File: src/rtl/mesi_pkg.sv
package mesi_pkg;

    typedef enum logic [1:0] {
        ST_I = 2'd0,
        ST_S = 2'd1,
        ST_E = 2'd2,
        ST_M = 2'd3
    } line_st_t;

    typedef enum logic [2:0] {
        CMD_NONE = 3'd0,
        CMD_RD   = 3'd1,
        CMD_RDX  = 3'd2,
        CMD_UPGR = 3'd3,
        CMD_WB   = 3'd4
    } bus_cmd_t;

    typedef enum logic [1:0] {
        OP_RD  = 2'd0,
        OP_WR  = 2'd1,
        OP_RP  = 2'd2,
        OP_RSV = 2'd3
    } cpu_op_t;

    // Commands from another cache that act on a local copy.
    function automatic logic snoop_acts(input bus_cmd_t c);
        return (c == CMD_RD) || (c == CMD_RDX) || (c == CMD_UPGR);
    endfunction

    // State after a snooped command hits a valid copy.
    function automatic line_st_t snoop_next(input line_st_t s, input bus_cmd_t c);
        line_st_t n;
        n = s;
        if (c == CMD_RD)
            n = ST_S;
        else if ((c == CMD_RDX) || (c == CMD_UPGR))
            n = ST_I;
        return n;
    endfunction

    // Bus command a write needs, given the current line state.
    function automatic bus_cmd_t write_cmd(input line_st_t s);
        bus_cmd_t c;
        case (s)
            ST_I:    c = CMD_RDX;
            ST_S:    c = CMD_UPGR;
            default: c = CMD_NONE;
        endcase
        return c;
    endfunction

    // Fill state of a read miss, chosen by the sampled shared line.
    function automatic line_st_t read_fill(input logic shared);
        return shared ? ST_S : ST_E;
    endfunction

endpackage

File: src/rtl/mesi_line_array.sv
module mesi_line_array
    import mesi_pkg::*;
#(
    parameter int INDEX_W = 3,
    parameter int TAG_W   = 9
) (
    input  logic              clk,
    input  logic              rst,
    // read port for the request side
    input  logic [INDEX_W-1:0] ra_idx,
    output line_st_t           ra_st,
    output logic [TAG_W-1:0]   ra_tag,
    // read port for the snoop side
    input  logic [INDEX_W-1:0] rb_idx,
    output line_st_t           rb_st,
    output logic [TAG_W-1:0]   rb_tag,
    // write port from the request side (state and tag)
    input  logic               pw_en,
    input  logic [INDEX_W-1:0] pw_idx,
    input  line_st_t           pw_st,
    input  logic [TAG_W-1:0]   pw_tag,
    // write port from the snoop side (state only)
    input  logic               sw_en,
    input  logic [INDEX_W-1:0] sw_idx,
    input  line_st_t           sw_st
);

    localparam int LINES = 1 << INDEX_W;

    line_st_t         st_r  [LINES];
    logic [TAG_W-1:0] tag_r [LINES];

    for (genvar g = 0; g < LINES; g++) begin : g_line
        always_ff @(posedge clk) begin
            if (rst) begin
                st_r[g]  <= ST_I;
                tag_r[g] <= '0;
            end else if (pw_en && (pw_idx == INDEX_W'(g))) begin
                st_r[g]  <= pw_st;
                tag_r[g] <= pw_tag;
            end else if (sw_en && (sw_idx == INDEX_W'(g))) begin
                st_r[g]  <= sw_st;
            end
        end
    end

    assign ra_st  = st_r[ra_idx];
    assign ra_tag = tag_r[ra_idx];
    assign rb_st  = st_r[rb_idx];
    assign rb_tag = tag_r[rb_idx];

endmodule

File: src/rtl/mesi_snoop_resp.sv
module mesi_snoop_resp
    import mesi_pkg::*;
#(
    parameter int INDEX_W = 3,
    parameter int TAG_W   = 9
) (
    input  logic               snoop_valid,
    input  bus_cmd_t           snoop_cmd,
    input  logic [TAG_W-1:0]   snoop_tag,
    input  logic [INDEX_W-1:0] snoop_idx,
    input  line_st_t           line_st,
    input  logic [TAG_W-1:0]   line_tag,
    output logic               flush,
    output logic               shared,
    output logic               sw_en,
    output logic [INDEX_W-1:0] sw_idx,
    output line_st_t           sw_st
);

    logic hit;
    logic acts;

    always_comb begin
        hit    = snoop_valid && (line_st != ST_I) && (line_tag == snoop_tag);
        acts   = hit && snoop_acts(snoop_cmd);
        flush  = acts && (line_st == ST_M);
        shared = hit && (snoop_cmd == CMD_RD);
        sw_en  = acts;
        sw_idx = snoop_idx;
        sw_st  = snoop_next(line_st, snoop_cmd);
    end

endmodule

File: src/rtl/mesi_req_ctrl.sv
module mesi_req_ctrl
    import mesi_pkg::*;
#(
    parameter int ADDR_W  = 12,
    parameter int INDEX_W = 3,
    localparam int TAG_W  = ADDR_W - INDEX_W
) (
    input  logic               clk,
    input  logic               rst,
    input  logic               cpu_valid,
    input  cpu_op_t            cpu_op,
    input  logic [ADDR_W-1:0]  cpu_addr,
    output logic               cpu_ready,
    output logic               cpu_done,
    output line_st_t           cpu_state,
    output bus_cmd_t           bus_cmd,
    output logic [ADDR_W-1:0]  bus_addr,
    input  logic               bus_gnt,
    input  logic               shared_in,
    input  logic               snoop_same,
    output logic [INDEX_W-1:0] req_idx,
    input  line_st_t           line_st,
    input  logic [TAG_W-1:0]   line_tag,
    output logic               pw_en,
    output line_st_t           pw_st,
    output logic [TAG_W-1:0]   pw_tag
);

    typedef enum logic {P_IDLE, P_BUSY} phase_t;

    phase_t            ph_q;
    cpu_op_t           op_q;
    logic [ADDR_W-1:0] addr_q;
    logic              done_q;
    line_st_t          res_q;

    logic [TAG_W-1:0]  req_tag;
    logic              present;
    logic              hit;
    logic              finish;
    line_st_t          fin_st;

    assign req_idx   = addr_q[INDEX_W-1:0];
    assign req_tag   = addr_q[ADDR_W-1:INDEX_W];
    assign cpu_ready = (ph_q == P_IDLE);
    assign cpu_done  = done_q;
    assign cpu_state = res_q;

    always_comb begin
        present  = (line_st != ST_I);
        hit      = present && (line_tag == req_tag);
        bus_cmd  = CMD_NONE;
        bus_addr = addr_q;
        pw_en    = 1'b0;
        pw_st    = ST_I;
        pw_tag   = req_tag;
        finish   = 1'b0;
        fin_st   = ST_I;

        if (ph_q == P_BUSY) begin
            if (op_q == OP_RP) begin
                if (hit && (line_st == ST_M)) begin
                    bus_cmd = CMD_WB;
                    if (bus_gnt) begin
                        pw_en  = 1'b1;
                        finish = 1'b1;
                    end
                end else if (!snoop_same) begin
                    pw_en  = hit;
                    finish = 1'b1;
                end
            end else if (present && !hit) begin
                // another address owns the index: evict it first
                pw_tag = line_tag;
                if (line_st == ST_M) begin
                    bus_cmd  = CMD_WB;
                    bus_addr = {line_tag, req_idx};
                    pw_en    = bus_gnt;
                end else begin
                    pw_en = !snoop_same;
                end
            end else if (op_q == OP_WR) begin
                bus_cmd = write_cmd(line_st);
                fin_st  = ST_M;
                pw_st   = ST_M;
                if (bus_cmd != CMD_NONE) begin
                    pw_en  = bus_gnt;
                    finish = bus_gnt;
                end else if (!snoop_same) begin
                    pw_en  = 1'b1;
                    finish = 1'b1;
                end
            end else begin
                // read, and the reserved code served as a read
                if (!present) begin
                    bus_cmd = CMD_RD;
                    pw_st   = read_fill(shared_in);
                    fin_st  = pw_st;
                    pw_en   = bus_gnt;
                    finish  = bus_gnt;
                end else if (!snoop_same) begin
                    fin_st = line_st;
                    finish = 1'b1;
                end
            end
        end
    end

    always_ff @(posedge clk) begin
        if (rst) begin
            ph_q   <= P_IDLE;
            op_q   <= OP_RD;
            addr_q <= '0;
            done_q <= 1'b0;
            res_q  <= ST_I;
        end else begin
            done_q <= 1'b0;
            case (ph_q)
                P_IDLE: begin
                    if (cpu_valid) begin
                        op_q   <= cpu_op;
                        addr_q <= cpu_addr;
                        ph_q   <= P_BUSY;
                    end
                end
                default: begin
                    if (finish) begin
                        done_q <= 1'b1;
                        res_q  <= fin_st;
                        ph_q   <= P_IDLE;
                    end
                end
            endcase
        end
    end

endmodule

File: src/rtl/mesi_coherence_ctrl.sv
module mesi_coherence_ctrl
    import mesi_pkg::*;
#(
    parameter int ADDR_W  = 12,
    parameter int INDEX_W = 3
) (
    input  logic              clk,
    input  logic              rst,
    input  logic              cpu_valid,
    input  logic [1:0]        cpu_op,
    input  logic [ADDR_W-1:0] cpu_addr,
    output logic              cpu_ready,
    output logic              cpu_done,
    output logic [1:0]        cpu_state,
    output logic [2:0]        bus_cmd,
    output logic [ADDR_W-1:0] bus_addr,
    input  logic              bus_gnt,
    input  logic              shared_in,
    input  logic              snoop_valid,
    input  logic [2:0]        snoop_cmd,
    input  logic [ADDR_W-1:0] snoop_addr,
    output logic              snoop_flush,
    output logic              snoop_shared
);

    localparam int TAG_W = ADDR_W - INDEX_W;

    logic [INDEX_W-1:0] req_idx;
    line_st_t           ra_st;
    logic [TAG_W-1:0]   ra_tag;
    line_st_t           rb_st;
    logic [TAG_W-1:0]   rb_tag;
    logic               pw_en;
    line_st_t           pw_st;
    logic [TAG_W-1:0]   pw_tag;
    logic               sw_en;
    logic [INDEX_W-1:0] sw_idx;
    line_st_t           sw_st;
    logic [INDEX_W-1:0] snp_idx;
    logic [TAG_W-1:0]   snp_tag;
    logic               snoop_same;
    bus_cmd_t           cmd_e;
    line_st_t           res_e;

    assign snp_idx    = snoop_addr[INDEX_W-1:0];
    assign snp_tag    = snoop_addr[ADDR_W-1:INDEX_W];
    assign snoop_same = snoop_valid && (snp_idx == req_idx);
    assign bus_cmd    = cmd_e;
    assign cpu_state  = res_e;

    mesi_line_array #(.INDEX_W(INDEX_W), .TAG_W(TAG_W)) u_array (
        .clk    (clk),
        .rst    (rst),
        .ra_idx (req_idx),
        .ra_st  (ra_st),
        .ra_tag (ra_tag),
        .rb_idx (snp_idx),
        .rb_st  (rb_st),
        .rb_tag (rb_tag),
        .pw_en  (pw_en),
        .pw_idx (req_idx),
        .pw_st  (pw_st),
        .pw_tag (pw_tag),
        .sw_en  (sw_en),
        .sw_idx (sw_idx),
        .sw_st  (sw_st)
    );

    mesi_snoop_resp #(.INDEX_W(INDEX_W), .TAG_W(TAG_W)) u_snoop (
        .snoop_valid (snoop_valid),
        .snoop_cmd   (bus_cmd_t'(snoop_cmd)),
        .snoop_tag   (snp_tag),
        .snoop_idx   (snp_idx),
        .line_st     (rb_st),
        .line_tag    (rb_tag),
        .flush       (snoop_flush),
        .shared      (snoop_shared),
        .sw_en       (sw_en),
        .sw_idx      (sw_idx),
        .sw_st       (sw_st)
    );

    mesi_req_ctrl #(.ADDR_W(ADDR_W), .INDEX_W(INDEX_W)) u_req (
        .clk        (clk),
        .rst        (rst),
        .cpu_valid  (cpu_valid),
        .cpu_op     (cpu_op_t'(cpu_op)),
        .cpu_addr   (cpu_addr),
        .cpu_ready  (cpu_ready),
        .cpu_done   (cpu_done),
        .cpu_state  (res_e),
        .bus_cmd    (cmd_e),
        .bus_addr   (bus_addr),
        .bus_gnt    (bus_gnt),
        .shared_in  (shared_in),
        .snoop_same (snoop_same),
        .req_idx    (req_idx),
        .line_st    (ra_st),
        .line_tag   (ra_tag),
        .pw_en      (pw_en),
        .pw_st      (pw_st),
        .pw_tag     (pw_tag)
    );

endmodule

File: config.mk
export PLATFORM = sky130hd
export DESIGN_NAME = mesi_coherence_ctrl
export DESIGN_NICKNAME = d
export VERILOG_FILES = /design/src/rtl/mesi_pkg.sv /design/src/rtl/mesi_line_array.sv /design/src/rtl/mesi_snoop_resp.sv /design/src/rtl/mesi_req_ctrl.sv /design/src/rtl/mesi_coherence_ctrl.sv
export SDC_FILE = /design/constraint.sdc
export NUM_CORES = 1
export LEC_CHECK = 0
export ABC_AREA = 1
export CAP_MARGIN = 10
export CORE_MARGIN = 2
export CORE_UTILIZATION = 35
export DETAILED_ROUTE_END_ITERATION = 12
export GPL_ROUTABILITY_DRIVEN = 0
export MAX_ROUTING_LAYER = met4
export SYNTH_ARGS = -nofsm -noshare
export SYNTH_HDL_FRONTEND = slang
export SYNTH_SLANG_ARGS = --single-unit
File: constraint.sdc
create_clock -name clk -period 3.5 [get_ports clk]
set_clock_uncertainty 0.05 [all_clocks]
set_input_delay 0.7 -clock clk [delete_from_list [all_inputs] [get_ports clk]]
set_output_delay 0.7 -clock clk [all_outputs]
set_load 0.05 [all_outputs]
==> results of run 1 <==
## cells in the final DEF (no fill, tap or decap), types with 18 or more instances in the layout
cell type | Yosys | layout
nand3_1 | 73 | 63
edfxtp_1 | 88 | 88
dfxtp_1 | 21 | 20
o21ai_0 | 34 | 23
nand4_1 | 20 | 20
nand2_1 | 223 | 210
nand3_2 | 10 | 19
nor2_1 | 172 | 167
clkdlybuf4s50_1 | 0 | 38
buf_4 | 7 | 55
inv_1 | 100 | 93
a21oi_1 | 54 | 52
buf_12 | 0 | 18
## worst min-delay path, stage by stage, from the launching register on
cell and delay, ns:
dfxtp_1 0.32, nand3_1 0.07, nand2_1 0.05
## synth_stat cells
cell type	count	area share
nor2_1	172	0.095
buf_4	7	0.0077
nor2_4	2	0.0033
nand2_1	223	0.12
a211oi_1	1	0.0011
dfxtp_1	21	0.062
nand3b_1	7	0.0077
a21boi_1	1	0.0011
nand4_1	20	0.018
buf_6	8	0.013
nand2_2	4	0.0037
inv_2	10	0.0055
edfxtp_1	88	0.39
nor2_2	13	0.012
nor3_1	3	0.0022
inv_4	1	0.00092
nor3b_1	1	0.0011
a22oi_1	6	0.0066
xor2_1	1	0.0013
o21ai_1	7	0.0052
a21oi_1	54	0.040
inv_1	100	0.055
nor3_2	1	0.0015
clkinv_1	1	0.00055
nand3_1	73	0.054
nand3_2	10	0.015
nand2_4	1	0.0017
o21ai_2	10	0.013
o211ai_1	9	0.010
clkbuf_2	1	0.00074
clkbuf_1	9	0.0050
buf_2	11	0.0081
o21ai_0	34	0.025
nor4_1	3	0.0028
or2_1	8	0.0074
## path summary, 6_finish.rpt
| kind | start | endpoint | cells past startpoint |
|---|---|---|---|
| hold reg to reg | u_req.cpu_state[0]$_SDFFE_PP0P_ | u_req.cpu_state[0]$_SDFFE_PP0P_ | 2 |
| hold / removal | u_req.cpu_state[0]$_SDFFE_PP0P_ | u_req.cpu_state[0]$_SDFFE_PP0P_ | 2 |
| setup reg to reg | flop | u_array.tag_r[3][5]$_SDFFCE_PN0P_ | 16 |
| setup / recovery | flop | bus_cmd[0] | 17 |
## state kept, by name, indices dropped and copies added (netlist names), named ones only
signal,cells
u_array.tag_r,72
u_array.st_r,16
u_req.addr_q,12
u_req.cpu_state,2
u_req.op_q,2
u_req.cpu_done,1
u_req.ph_q,1
## routing by layer
metal	share of wire	global-route usage	wire length [µm]	vias to the layer above
met5	0	-	0	-
met4	0.0098	0.0506	212	0
met3	0.078	0.0490	1680	22
met2	0.45	0.315	9770	252
met1	0.46	0.303	9940	3096
li1	-	-	-	3229
## cell type report
class                      instances  area [µm²]  area share
tap                              260         325      0.0363
timing repair buffer             133        1470       0.164
clock buffer                       9         225      0.0251
clock inverter                     7        71.3     0.00796
inverter                         112         432      0.0482
sequential                       109        3070       0.342
multi-input combinational        664        3370       0.376
## kinds of logic after synthesis
| logic type | count (synthesis) | share of synthesized area |
|---|---|---|
| AOI/OAI and AO/OA | 122 | 0.102 |
| and+or+nand+nor | 541 | 0.349 |
| buffers and inverters | 148 | 0.0971 |
| xor gates and xnor gates | 1 | 0.00129 |
| DFF | 109 | 0.451 |
## power by group
part | internal [µW] | switching (µW) | total [µW]
clock network | 557 | 496 | 1050
logic | 417 | 734 | 1150
registers | 1470 | 45.6 | 1510
total | 2440 | 1280 | 3720
## timing repair
action / 4_1_cts / 5_1_grt
endpoints found under the hold margin: 0 / 0
hold buffers: 0 / 0
pin swaps: 7 / 36
gates cloned: 2 / 3
gates resized for setup: 34 / 87
setup endpoints to repair: 10 / 14
setup buffers: 4 / 13
## stage by stage
stage	setup TNS, ns	instance area, µm²	util	setup WS, ns	cells
after floorplan	-0.0533	6810	-	-0.00667	921
after global placement	-0.631	8040	0.425	-0.286	1256
after detailed placement	-0.861	8040	0.425	-0.329	1256
after CTS	-0.0216	8500	0.450	-0.0216	1278
after global routing	-0.334	8960	0.475	-0.0667	1294
final	0	8960	0.475	0.0530	1294
==> flow_metrics.py, run 1 <==
metrics = {
    "sta": {
        "slew_viol_final": 0,
        "whs_ns": 0.423,
        "max_slew_margin": 0.452,
        "worstMarginPinSlew_ns": 0.820,
        "setup_viol": 0,
        "hold_viol_final": 0,
        "period_needed_ns": 3.45,
        "fmax_mhz": 290,
        "period_share": 0.985,
        "rsz0062_at_grt": "yes",
    },
    "die": {
        "num_rows": 50,
        "die_y_um": 143,
        "start_util": 0.359,
        "die_area_um2": 20500,
        "coreArea_um2": 18900,
        "io_pins": 56,
        "die_width_um": 143,
    },
    "routing": {
        "wl_per_cell_um": 16.7,
        "drt-total-wl_um": 21600,
        "routed-via-count": 6599,
        "vias_per_cell": 5.10,
        "ant_nets": 0,
        "drc": 0,
        "drt-initial-drc-count": 650,
        "dr.pass1.iters": 6,
    },
    "logic_synthesis": {
        "synthesis.area_um2": 6790,
        "yosysWarnings": 0,
        "synth_seq_area_share": 0.451,
        "syn-num-nets": 956,
        "ys_ff_latch": 109,
        "synth.avg_cell_area_um2": 7.37,
        "yosys.cell_types.count": 35,
        "netlist_instances": 921,
    },
    "clock_network": {
        "clock-sinks": 109,
        "numCtsBuffers": 9,
        "cts_max_level": 3,
        "clkLatencyLatePin_ns": 0.36,
        "cts_root_buf": "clkbuf_16",
        "tritoncts": "yes",
        "cts.clk_slew.worst_paths_ns": 0.07,
        "clock_path_buffers": 2,
    },
    "setup_path": {
        "crit_path_max_fanout": 25,
        "path_buf_inv": 4,
        "path_cells": "buf_12 -> inv_6 -> nand2_1 -> nand3_1 -> nand3_1 -> nand2_1 -> nand2_1 -> nand2_1 -> nand3_1 -> nor2_4 -> nand2_4 -> nand2_4 -> nand2_4 -> nor2_4 -> inv_2 -> a211oi_4 -> buf_12",
        "cp.required_ns": 2.75,
        "cpLargestDelayFamily": "simple AND/OR/NAND/NOR gates",
        "crit_type": "reg2out",
        "crit_path_top_delay_cell": "dfxtp_4",
        "path_common_cell": "nand2_1",
        "max_stage_delay_ns": 0.35,
        "cp_data_arrival_time_ns": 2.70,
        "worstSetupStartpointType": "flop",
        "rrSetupSlack_ns": 0.57,
        "end_kind": "output port",
    },
    "global_route": {
        "grt_pass1_wl_um": 32400,
        "grt_max_degree": 29,
        "grtUsageTotal": 0.215,
        "overflow": 0,
        "antenna_found_initial": 0,
        "grt_pass1_vias": 5807,
    },
    "job": {
        "timing.max_cap.violations": 0,
    },
    "final_layout": {
        "fin_nets": 1064,
        "drive_gt1_frac": 0.210,
        "antennaDiodeCount": 0,
        "area_growth_pct": 32.0,
        "fillers": 1865,
    },
    "pwr": {
        "ir_worst_vdd_uv": 192,
        "p_leak_uw": 0.00378,
        "fin_total_pwr_uw": 3720,
        "power.density_nw_per_um2": 415,
    },
    "placement": {
        "io_buffer_count": 55,
        "hpwlAfterDp_um": 15900,
    },
    "run_status": {
        "status": "completed",
    },
    "min_path": {
        "worstHoldPathType": "reg2reg",
    },
}
Note: power is estimated with default switching activity, not from simulation.
==> inputs of run 2 (changes only) <==
--- a/config.mk
+++ b/config.mk
@@ -14,2 +14,3 @@
 export MAX_ROUTING_LAYER = met4
+export RECOVER_POWER = 50
 export SYNTH_ARGS = -nofsm -noshare
--- a/constraint.sdc
+++ b/constraint.sdc
@@ -4,2 +4,2 @@
 set_output_delay 0.7 -clock clk [all_outputs]
-set_load 0.05 [all_outputs]
+set_load 0.1 [all_outputs]
==> flow_metrics.py, run 2 (same netlist as run 1, synthesis figures left out) <==
metrics = {
    "job": {
        "timing.max_cap.violations": 0,
    },
    "die": {
        "num_rows": 50,
        "start_util": 0.359,
        "coreArea_um2": 18900,
        "io_pins": 56,
        "die_width_um": 143,
        "die_y_um": 143,
        "die_area_um2": 20500,
    },
    "final_layout": {
        "area_growth_pct": 41.7,
        "top_register": "u_array.tag_r",
        "reg.largest.list": "u_array.tag_r: 72 flops, u_array.st_r: 16 flops, u_req.addr_q: 12 flops",
        "drive_gt1_frac": 0.276,
        "stdcell_count": 1345,
        "final_cell_area_um2": 9620,
        "largest_register_ffs": 72,
        "antennaDiodeCount": 0,
        "fillers": 1799,
        "most-common-layout-cells": "nand2_1, nor2_1, buf_4",
        "final_common_cell": "nand2_1",
        "fin_nets": 1115,
    },
    "sta": {
        "rsz0062_at_grt": "yes",
        "period_needed_ns": 3.52,
        "fmax_mhz": 284,
        "period_share": 1.01,
        "setup_viol": 4,
        "hold_viol_final": 0,
        "slew_viol_final": 0,
        "max_slew_margin": 0.224,
        "whs_ns": 0.420,
        "timing.final.ws_setup_ns": -0.0186,
        "worstMarginPinSlew_ns": 1.17,
    },
    "setup_path": {
        "cpLargestDelayFamily": "simple AND/OR/NAND/NOR gates",
        "worstSetupStartpointType": "flop",
        "crit_path_max_fanout": 5,
        "max_stage_delay_ns": 0.38,
        "crit_path_top_delay_cell": "dfxtp_4",
        "path_buf_inv": 4,
        "cp.required_ns": 2.75,
        "crit_type": "reg2out",
        "rrSetupSlack_ns": 0.03,
        "path_cells": "buf_12 -> buf_16 -> a21oi_2 -> o21ai_1 -> nand2_1 -> nand2_2 -> o21ai_4 -> nor2_4 -> nor3_4 -> nand2_4 -> nor2_4 -> buf_12 -> nand3_1 -> o21ai_2 -> buf_12",
        "end_kind": "output port",
        "r2r_end": "u_array.tag_r[4][8]$_SDFFCE_PN0P_",
        "reg2regPathDepth": 25,
        "path_common_cell": "buf_12",
        "cp_data_arrival_time_ns": 2.77,
    },
    "routing": {
        "drc": 0,
        "drt-total-wl_um": 24000,
        "ant_nets": 0,
        "vias_per_cell": 5.18,
        "routed-via-count": 6973,
        "wl_per_cell_um": 17.8,
        "drt-initial-drc-count": 781,
        "dr.pass1.iters": 7,
    },
    "clock_network": {
        "clkLatencyLatePin_ns": 0.38,
        "cts_root_buf": "clkbuf_16",
        "cts.clk_slew.worst_paths_ns": 0.07,
        "clock-sinks": 109,
        "tritoncts": "yes",
        "clock_path_buffers": 2,
        "cts_max_level": 3,
        "numCtsBuffers": 9,
    },
    "global_route": {
        "antenna_found_initial": 0,
        "grt_pass1_vias": 6514,
        "grt_max_degree": 29,
        "overflow": 0,
        "grtUsageTotal": 0.239,
        "grt_pass1_wl_um": 35800,
    },
    "placement": {
        "hpwlAfterDp_um": 16400,
        "io_buffer_count": 55,
        "post-place-cells": 1257,
        "dpl-instance-area_um2": 8090,
    },
    "pwr": {
        "ir_worst_vdd_uv": 228,
        "p_leak_uw": 0.00412,
        "power.density_nw_per_um2": 419,
    },
    "min_path": {
        "hold-path-endpoint": "u_req.cpu_state[1]$_SDFFE_PP0P_",
        "whs_path_depth": 2,
        "min_from": "u_req.cpu_state[1]$_SDFFE_PP0P_",
        "worstHoldPathType": "reg2reg",
    },
    "run_status": {
        "status": "finished, violations left",
        "violations": "setup timing",
    },
}
## run 2: worst max-delay path by stage
stage / endpoint / slack, ns / cells after the start
6_report: bus_addr[11] / -0.02 / 15
5_1_grt: bus_addr[11] / -0.11 / 15
4_1_cts: bus_cmd[0] / 0.0001 / 14
3_5_place_dp: snoop_shared / -0.43 / 13
3_3_place_gp: snoop_shared / -0.40 / 13
2_1_floorplan: snoop_shared / -0.34 / 11
## run 2: timing repair
item | CTS | global route
cloned | 8 | 3
gates resized for setup | 75 | 79
setup endpoints to repair | 12 | 45
pin swaps | 29 | 56
setup buffers | 49 | 15
hold buffers | 0 | 0
## run 2: worst register-to-register path, cell delays in order (launching register included)
cell	delay, ns
dfxtp_4	0.41
buf_12	0.16
inv_16	0.07
nand2_2	0.07
nand3_2	0.08
nand3_4	0.13
nand2_2	0.07
buf_4	0.13
buf_4	0.12
buf_4	0.12
buf_4	0.12
buf_4	0.12
buf_4	0.12
buf_4	0.13
buf_4	0.13
buf_4	0.12
buf_4	0.12
buf_4	0.13
buf_4	0.12
buf_4	0.12
buf_4	0.12
buf_4	0.12
buf_4	0.13
nand2_4	0.07
o21ai_4	0.11
nor2_1	0.13
## run 2: area by class of cell
cell class	count	area, µm²	area share
Sequential cell	109	3070	0.319
Inverter	112	448	0.0466
Tap cell	260	325	0.0338
Multi-Input combinational cell	664	3510	0.365
Timing Repair Buffer	184	1970	0.205
Clock buffer	10	229	0.0238
Clock inverter	6	71.3	0.00741
## run 2: where the power goes
part           switching [µW]  internal (µW)
combinational             892            539
sequential               49.3           1470
clock                     521            564
## run 2: metrics by stage
step | power, µW | utilization | setup WS (ns) | TNS, ns
5_1_grt | 4190 | 0.509 | -0.112 | -1.71
6_report | 4030 | 0.509 | -0.0186 | -0.0458
3_5_place_dp | 2620 | 0.428 | -0.429 | -1.09
4_1_cts | 3890 | 0.486 | 0.000137 | 0
3_3_place_gp | 2610 | 0.428 | -0.396 | -0.966
2_1_floorplan | 2260 | - | -0.336 | -1.64
## run 2: per-layer routing
metal,GRT usage,share of wire
met1,0.324,0.43
met3,0.0429,0.084
met2,0.359,0.46
met4,0.0893,0.022
met5,-,0
==> inputs of run 3 (changes only) <==
CORE_MARGIN = 1.5   (was 2)
PLACE_DENSITY = 0.5   (was unset)
==> flow_metrics.py, run 3 (same netlist as run 1, synthesis figures left out) <==
metrics = {
    "final_layout": {
        "final_common_cell": "nand2_1",
        "drive_gt1_frac": 0.237,
        "stdcell_count": 1315,
        "multi_input_area_um2": 3490,
        "largest_register_ffs": 72,
        "reg.largest.list": "u_array.tag_r: 72 flops, u_array.st_r: 16 flops, u_req.addr_q: 12 flops",
        "most-common-layout-cells": "nand2_1, nor2_1, inv_1",
        "area_growth_pct": 36.5,
        "fillers": 1944,
        "antennaDiodeCount": 0,
        "regArea_um2": 3070,
        "fin_nets": 1085,
        "top_register": "u_array.tag_r",
    },
    "clock_network": {
        "tritoncts": "yes",
        "clock_path_buffers": 2,
        "numCtsBuffers": 9,
        "cts_root_buf": "clkbuf_16",
        "clock-sinks": 109,
        "cts_max_level": 3,
        "clkLatencyLatePin_ns": 0.36,
        "cts.clk_slew.worst_paths_ns": 0.07,
    },
    "sta": {
        "max_slew_margin": 0.223,
        "period_needed_ns": 3.40,
        "whs_ns": 0.415,
        "period_share": 0.972,
        "slew_viol_final": 0,
        "fmax_mhz": 294,
        "rsz0062_at_grt": "yes",
        "hold_viol_final": 0,
        "worstMarginPinSlew_ns": 1.17,
        "setup_viol": 0,
    },
    "die": {
        "coreArea_um2": 18900,
        "die_area_um2": 20200,
        "num_rows": 50,
        "start_util": 0.359,
        "io_pins": 56,
        "die_width_um": 142,
        "die_y_um": 142,
    },
    "pwr": {
        "ir_worst_vdd_uv": 200,
        "power.density_nw_per_um2": 427,
        "p_leak_uw": 0.00391,
    },
    "global_route": {
        "grtUsageTotal": 0.235,
        "grt_pass1_vias": 5955,
        "grt_pass1_wl_um": 34400,
        "antenna_found_initial": 0,
        "grt_max_degree": 27,
        "overflow": 0,
    },
    "min_path": {
        "worstHoldPathType": "reg2reg",
        "min_from": "u_req.cpu_state[1]$_SDFFE_PP0P_",
        "whs_path_depth": 2,
        "hold-path-endpoint": "u_req.cpu_state[1]$_SDFFE_PP0P_",
    },
    "setup_path": {
        "crit_type": "reg2out",
        "cp.required_ns": 2.75,
        "reg2regPathDepth": 16,
        "worstSetupStartpointType": "flop",
        "r2r_end": "u_array.tag_r[1][3]$_SDFFCE_PN0P_",
        "cp_data_arrival_time_ns": 2.65,
        "max_stage_delay_ns": 0.37,
        "crit_path_max_fanout": 7,
        "cpLargestDelayFamily": "simple AND/OR/NAND/NOR gates",
        "rrSetupSlack_ns": 0.61,
        "path_buf_inv": 5,
        "end_kind": "output port",
        "path_cells": "buf_12 -> inv_8 -> buf_6 -> nand2_1 -> nand3_1 -> nand3_2 -> nand2_2 -> nand2_1 -> nand2_1 -> nand3_2 -> nor2_4 -> nand2_4 -> nand2_4 -> nand2_4 -> nor2_4 -> inv_2 -> a211oi_4 -> buf_12",
        "crit_path_top_delay_cell": "dfxtp_4",
    },
    "run_status": {
        "status": "completed",
    },
    "placement": {
        "io_buffer_count": 55,
        "hpwlAfterDp_um": 16700,
        "post-place-cells": 1263,
    },
    "routing": {
        "ant_nets": 0,
        "routed-via-count": 6609,
        "drc": 0,
        "drt-total-wl_um": 23200,
        "wl_per_cell_um": 17.6,
        "dr.pass1.iters": 6,
        "drt-initial-drc-count": 427,
        "vias_per_cell": 5.03,
    },
    "job": {
        "timing.max_cap.violations": 0,
    },
}
[run 3: cell count changes in the layout (fill, tap and decap cells not counted), sizes merged, moves of 2 or more]
cell,delta
inv,-2
buf,-31
clkdlybuf4s50,+3
clkbuf,+3
clkinv,-2
dlygate4sd3,-3
[run 3: worst max-delay path by stage]
stage,start,to,depth (start not counted)
2_1_floorplan,snoop_addr[0],snoop_shared,11
3_3_place_gp,snoop_addr[1],snoop_shared,15
3_5_place_dp,snoop_addr[0],snoop_shared,12
4_1_cts,flop,bus_cmd[0],17
5_1_grt,flop,bus_cmd[0],16
6_report,flop,bus_cmd[0],18
[run 3: per-stage QoR]
step	total power [µW]	worst slack, ns	util	TNS (ns)	area (µm²)
after floorplan	2260	-0.336	-	-1.64	6850
after global placement	2630	-0.358	0.429	-1.02	8110
after detailed placement	2630	-0.375	0.429	-1.30	8110
after CTS	3830	0.000456	0.462	0	8730
after global routing	4130	-0.0678	0.491	-0.309	9270
final	3960	0.0986	0.491	0	9270
[run 3: power breakdown]
part           switching (µW)  internal, µW
registers                46.0          1470
clock network             493           648
logic                     847           459
[run 3: layout make-up]
| class | instances | area share |
|---|---|---|
| inverters | 112 | 0.0471 |
| repair buffers | 154 | 0.176 |
| multi-input cells | 664 | 0.376 |
| clock buffers | 12 | 0.0266 |
| flip-flops and latches | 109 | 0.331 |
| clock inverters | 4 | 0.00783 |
| well taps | 260 | 0.0351 |
[run 3: timing repair]
| action | CTS | global route |
|---|---|---|
| pin swaps | 14 | 45 |
| cloned | 3 | 4 |
| resized for setup | 55 | 75 |
| endpoints found under the setup margin | 12 | 14 |
| buffers inserted | 9 | 22 |
| hold buffers | 0 | 0 |
[run 3: layer usage]
metal  share of wire  vias up  global-route usage
met2            0.46      181               0.374
li1                -     3271                   -
met4           0.018        0              0.0494
met5               0        -                   -
met1            0.47     3130               0.320
met3           0.055       27              0.0313
[run 3: worst min-delay path: cells and delay by family, from the launching register on]
kind | cells | cell delay (ns)
flops | 1 | 0.31
simple gates | 2 | 0.11
